`src/rtl/pic_core.sv`:
```
module pic_core #(
  parameter int N  = 8,
  parameter int DW = 8
) (
  input  logic          clk,
  input  logic          rst_n,
  input  logic          cs_n,
  input  logic          rd_n,
  input  logic          wr_n,
  input  logic          a0,
  input  logic [DW-1:0] din,
  output logic [DW-1:0] dout,
  input  logic [N-1:0]  irq,
  input  logic          inta,
  output logic          int_o
);
  localparam int IW = $clog2(N);
  localparam int BW = DW - IW;

  function automatic logic [IW:0] lowest(input logic [N-1:0] v);
    lowest = (IW+1)'(N);
    for (int i = N - 1; i >= 0; i--)
      if (v[i]) lowest = (IW+1)'(i);
  endfunction

  logic [N-1:0]  irr_q, isr_q, mask_q, prev_q;
  logic [BW-1:0] base_q;
  logic          level_q, sel_q, armed_q;

  logic [IW:0]   pend_top, isr_top;
  logic [IW-1:0] win;
  logic [N-1:0]  win_bit, capture, eoi_clr;
  logic          ack, wr, rd, cmd_init, cmd_sel, cmd_eoi;

  assign pend_top = lowest(irr_q & ~mask_q);
  assign isr_top  = lowest(isr_q);
  assign int_o    = pend_top < isr_top;
  assign win      = pend_top[IW-1:0];
  assign win_bit  = N'(1) << win;
  assign ack      = inta & int_o;

  assign wr       = ~cs_n & ~wr_n;
  assign rd       = ~cs_n & ~rd_n;
  assign cmd_init = wr & ~a0 & din[4];
  assign cmd_sel  = wr & ~a0 & ~din[4] & din[3];
  assign cmd_eoi  = wr & ~a0 & ~din[4] & ~din[3] & din[5];

  assign capture = level_q ? (irq & ~mask_q)
                           : (irr_q | (irq & ~prev_q & ~mask_q));

  always_comb begin
    eoi_clr = '0;
    if (cmd_eoi) begin
      if (din[6])
        eoi_clr = N'(1) << din[IW-1:0];
      else if (isr_top < (IW+1)'(N))
        eoi_clr = N'(1) << isr_top[IW-1:0];
    end
  end

  always_ff @(posedge clk or negedge rst_n) begin
    if (!rst_n) begin
      irr_q   <= '0;
      isr_q   <= '0;
      mask_q  <= '0;
      prev_q  <= '0;
      base_q  <= '0;
      level_q <= 1'b0;
      sel_q   <= 1'b0;
      armed_q <= 1'b0;
    end else begin
      prev_q <= irq;
      if (cmd_init) begin
        level_q <= din[3];
        armed_q <= 1'b1;
        irr_q   <= '0;
        isr_q   <= '0;
      end else begin
        irr_q <= capture & ~(ack ? win_bit : '0);
        isr_q <= (isr_q | (ack ? win_bit : '0)) & ~eoi_clr;
      end
      if (wr && a0) begin
        if (armed_q) begin
          base_q  <= din[DW-1:IW];
          armed_q <= 1'b0;
        end else begin
          mask_q <= din[N-1:0];
        end
      end
      if (cmd_sel) sel_q <= din[0];
    end
  end

  always_comb begin
    if (inta)
      dout = {base_q, int_o ? win : {IW{1'b1}}};
    else if (rd)
      dout = a0 ? DW'(mask_q) : DW'(sel_q ? isr_q : irr_q);
    else
      dout = '0;
  end
endmodule

```
`config.mk`:
```
export PLATFORM = sky130hd
export DESIGN_NAME = pic_core
export DESIGN_NICKNAME = d
export VERILOG_FILES = /design/src/rtl/pic_core.sv
export SDC_FILE = /design/constraint.sdc
export NUM_CORES = 1
export LEC_CHECK = 0
export BUFFER_PORTS_ARGS = -buffer_cell sky130_fd_sc_hd__buf_2
export CAP_MARGIN = 40
export CORE_MARGIN = 10
export CORE_UTILIZATION = 50
export DETAILED_ROUTE_END_ITERATION = 10
export PLACE_DENSITY_LB_ADDON = 0.05
export REMOVE_ABC_BUFFERS = 1
export SLEW_MARGIN = 20
export SYNTH_ARGS = -nofsm -noshare
export SYNTH_HDL_FRONTEND = slang
export SYNTH_SLANG_ARGS = --single-unit
```
`constraint.sdc`:
```
create_clock -name clk -period 3.8 [get_ports clk]
set_input_delay 0.38 -clock clk [delete_from_list [all_inputs] [get_ports clk]]
set_output_delay 0.38 -clock clk [all_outputs]
set_load 0.03 [all_outputs]
```
# Word-level counts from Yosys, hierarchy flattened
# Index checks and enable logic that the tools add are counted.
op_classes:
  n_shift: 3
  muxes: 31
  n_lt_le_gt_ge: 2
  n_bitwise: 28
  n_reduce_logical: 3
op_table:
  columns: ["op", "n"]
  rows:
  - ["8-bit two-way mux", 11]
  - ["4-bit two-way mux", 16]
  - ["8-bit bitwise AND", 6]
  - ["8-bit inverter", 4]
  - ["1-bit by 3-bit << shifter with 8-bit output (first input constant)", 3]
  - ["8-bit bitwise OR", 2]
  - ["1-bit bitwise AND", 9]
  - ["1-bit inverter", 7]
  - ["4-bit < comparator", 1]
  - ["4-bit < comparator (second input constant)", 1]
  - ["2-bit AND reduction", 2]
  - ["1-bit two-way mux", 3]
  - ["3-bit two-way mux", 1]
  - ["1-bit logical AND", 1]
word_totals:
  reg_bits: 40
  inputBits: 23
  output_inout_bits: 9
  elab_cells: 75

# Logic depth before layout (Yosys ltp)
depth:
  depth_word: 16
  depth_mapped: 9
  depth_no_buf: 9

# Worst setup path before layout
# OpenSTA, ideal clock, no wires.
synth_timing:
  path_type: "reg-to-output"
  startpoint: "reg isr_q[2]"
  endpoint: "out dout[1]"
  required_time_ps: 3420
  n_path_buf: 1
  arrival_time_ps: 2948
  setup_slack_ps: 472
  stages_incl_launch_ff: 10
  path_cell_list: "dfrtp_1 > clkbuf_1 > or4_4 > nand3b_1 > ha_1 > a2111oi_0 > o21ai_0 > o21a_1 > inv_1 > o21ai_0"
synth_via:
  elab_chain_cells: 6
synth_lines:
  columns: ["item", "line_no", "text"]
  rows:
  - ["start, declared", "26", "logic [N-1:0] irr_q, isr_q, mask_q, prev_q;"]
  - ["start signal, assigned", "80", "isr_q <= (isr_q | (ack ? win_bit : '0)) & ~eoi_clr;"]
  - ["4-bit two-way mux (3 in series)", "23", "if (v[i]) lowest = (IW+1)'(i);"]
  - ["4-bit < comparator", "37", "assign int_o = pend_top < isr_top;"]
  - ["net int_o", "15", "output logic int_o"]
  - ["3-bit two-way mux", "96", "dout = {base_q, int_o ? win : {IW{1'b1}}};"]
  - ["8-bit two-way mux", "95", "if (inta)"]
  - ["end, declared", "12", "output logic [DW-1:0] dout,"]
# The timed path passes the listed nets, and every way through them passes these cells.

# Final worst setup path
layout_timing:
  startpoint: "reg isr_q[0]"
  endpoint: "out dout[2]"
layout_via:
  elab_chain_cells: 4
layout_lines:
  columns: ["item", "line_no"]
  rows:
  - ["4-bit two-way mux", "23"]
  - ["4-bit < comparator", "37"]
  - ["3-bit two-way mux", "96"]
  - ["8-bit two-way mux", "95"]
# No other way between the ends.

==> impl_metrics.py <==
metrics = {
    "worst_setup_path": {
        "critPathMaxStageDelay_ns": 0.58,
        "slowest_stage": "or4_4",
        "start_kind": "flip-flop",
        "arrival_ns": 3.19,
        "path_buf_inv": 2,
        "path_max_fanout": 7,
        "crit_required_ns": 3.42,
        "cp_cell_sequence": "or4_4 -> nand3b_1 -> ha_1 -> a2111oi_0 -> o21ai_1 -> o21a_1 -> inv_1 -> o21ai_0 -> buf_2",
        "path_class": "reg -> out",
        "cp-end-kind": "output pin",
        "cp_top_family": "compound AO/OA/AOI/OAI gates",
    },
    "logic_synthesis": {
        "ys_types": 53,
        "synthesis.area_sq_mm": 0.00245,
        "synth-edff-count": 0,
        "synthArstFlopShare": 1.00,
        "yosys_warnings": 0,
        "seq_area_frac_synth": 0.409,
        "synth-seq-cells": 40,
        "syn_avg_cell_area_sq_um": 9.34,
        "ys.flop_type": "dfrtp_1",
        "netlist_instances": 262,
    },
    "global_routing": {
        "overflow": 0,
        "grt_start_max_net_pins": 32,
        "antenna_found_initial": 0,
        "grt_pass1_vias": 2040,
        "grt_first_pass_wirelength_mm": 10.7,
        "grt_use_total": 0.160,
    },
    "placed_design": {
        "placed_cells": 353,
        "pre_cts_ws_ns": 0.478,
        "gp_congestion": 0.949,
        "portBuffers": 31,
        "hpwl_mm": 5.07,
    },
    "drt": {
        "vias": 2138,
        "drt_iter0_markers": 234,
        "wl_met3_microns": 457,
        "dr.pass1.iters": 4,
        "via_per_inst": 5.91,
        "ant_nets": 0,
        "drt_drc_violations_left": 0,
        "wl_met1_mm": 2.98,
        "routed-wl-met2_mm": 3.04,
        "top_layer": "met4",
        "drt-wirelength-per-cell_microns": 18.2,
        "routed_wl_mm": 6.58,
    },
    "cts": {
        "cts_max_path_buffers": 2,
        "post_cts_buffers": 0,
        "cts-buffers-inserted": 5,
        "h-tree-depth": 2,
        "clock_sinks": 40,
        "clock_latency_ns": 0.29,
        "cts_tree": "built",
        "path_clk_slew_ns": 0.08,
        "root_buffer": "clkbuf_8",
    },
    "sta": {
        "skew_ns": 0.00769,
        "fin_crit_sh": 0.938,
        "fin_crit_ns": 3.57,
        "setup_ws_ns": 0.234,
        "fin_tns_setup_ns": 0,
        "tightestPinTransition_ns": 0.760,
        "max_freq_mhz": 280,
        "setup_violations": 0,
        "slew_violations": 0,
        "rsz0062_at_grt": "no",
        "finalHoldViolCount": 0,
        "slew_headroom": 0.489,
    },
    "final_layout": {
        "syn_to_final_growth_pct": 13.2,
        "most-common-layout-cells": "dfrtp_1, buf_2, nand2_1",
        "layout.nets": 320,
        "antennaDiodeCount": 0,
        "fin_cells": 362,
        "final_layout_size_suffix_gt1_frac": 0.217,
        "final_common_cell": "dfrtp_1",
    },
    "pwr": {
        "leakage_nw": 1.18,
        "finalPower_mw": 2.28,
        "vdd_drop_max_mv": 0.628,
        "power_density_mw_per_mm2": 824,
    },
    "floorplan": {
        "die_h_microns": 89.9,
        "die_w_microns": 89.9,
        "rows": 25,
        "io_pins": 32,
        "initial_core_util": 0.518,
        "dieArea_sq_mm": 0.00809,
        "core-area_sq_mm": 0.00472,
    },
    "run": {
        "max-cap-violations": 0,
    },
    "hold_path": {
        "hold_class": "in -> reg",
    },
    "run_status": {
        "status": "finished clean",
    },
}
==> state kept, by name, summed over array words and instances (netlist names) <==
register	count
irr_q	8
isr_q	8
mask_q	8
sel_q	1
armed_q	1
base_q	5
prev_q	8
level_q	1
==> cell families after synthesis <==
kind of cell,Yosys count,share of synthesized area
AOI/OAI and AO/OA,82,0.233
adders and majority gates,3,0.0153
buffers and inverters,28,0.0471
DFF,40,0.409
muxes,19,0.0834
and+or+nand+nor,90,0.212
==> stage by stage <==
stage | util | hold WS, ns | cell area [sq um]
floorplan | - | 0.0844 | 2390
finish | 0.586 | 0.201 | 2770
global route | 0.586 | 0.191 | 2770
detailed placement | 0.566 | 0.266 | 2670
global placement | 0.561 | 0.491 | 2650
CTS | 0.586 | 0.197 | 2770
==> layout make-up <==
class                   instances  area, sq um
fillers                       441         1950
inverters                      17         63.8
well taps                      67         83.8
flip-flops and latches         40         1000
clock buffers                   7         76.3
multi-input cells             194         1330
clock inverters                 1         8.76
repair buffers                 36          205
==> routing by layer <==
metal / up-vias / GRT usage
met2: 77 / 0.249
met4: 0 / 0.0477
li1: 1046 / -
met3: 9 / 0.0283
met5: - / 0
met1: 1006 / 0.220
==> final timing paths <==
check	startpoint	endpoint	slack (ns)	cells past startpoint
worst max-delay path	isr_q[0]$_DFF_PN0_	dout[2]	0.23	9
worst min-delay path	irq[3]	prev_q[3]$_DFF_PN0_	0.20	1
worst max register to register	isr_q[0]$_DFF_PN0_	isr_q[4]$_DFF_PN0_	0.87	7
worst min register to register	base_q[2]$_DFFE_PN0P_	base_q[2]$_DFFE_PN0P_	0.52	1
max in group asynchronous	rst_n	isr_q[3]$_DFF_PN0_	2.87	3
min in group asynchronous	rst_n	isr_q[5]$_DFF_PN0_	0.48	2
==> power by group <==
| group | switching (mW) | internal, mW | leakage [nW] | total (mW) |
|---|---|---|---|---|
| logic | 0.764 | 0.483 | 0.651 | 1.25 |
| registers | 0.179 | 0.572 | 0.488 | 0.751 |
| clock network | 0.151 | 0.131 | 0.0424 | 0.282 |
| total | 1.09 | 1.19 | 1.18 | 2.28 |
==> what timing repair did <==
item / 4_1_cts / 5_1_grt
gates resized for setup: 0 / 1
hold buffers: 1 / 0
setup endpoints to repair: 0 / 2
hold endpoints to repair: 9 / 0
==> Yosys cell counts (all sizes together) (2+ instances only) <==
master	count	share of area
dfrtp	40	0.41
nand2	21	0.032
o21ai	21	0.043
inv	17	0.026
nor2	14	0.021
a21oi	13	0.027
mux2	11	0.051
a211oi	10	0.031
clkbuf	8	0.012
mux2i	8	0.033
nand2b	8	0.020
nor3	8	0.016
nand3	7	0.014
nor2b	7	0.018
a22o	6	0.021
nor4	5	0.015
a31oi	4	0.010
a22oi	3	0.0092
buf	3	0.0087
ha	3	0.015
nor4b	3	0.016
o221a	3	0.014
o31ai	3	0.0092
a21o	2	0.0061
a32oi	2	0.0072
and2b	2	0.0061
and4bb	2	0.010
nand4	2	0.0051
nor3b	2	0.0061
o211ai	2	0.0061
o21a	2	0.0061
o221ai	2	0.0072
or4	2	0.0077
or4b	2	0.0082
Note: power is estimated with default switching activity, not from simulation.
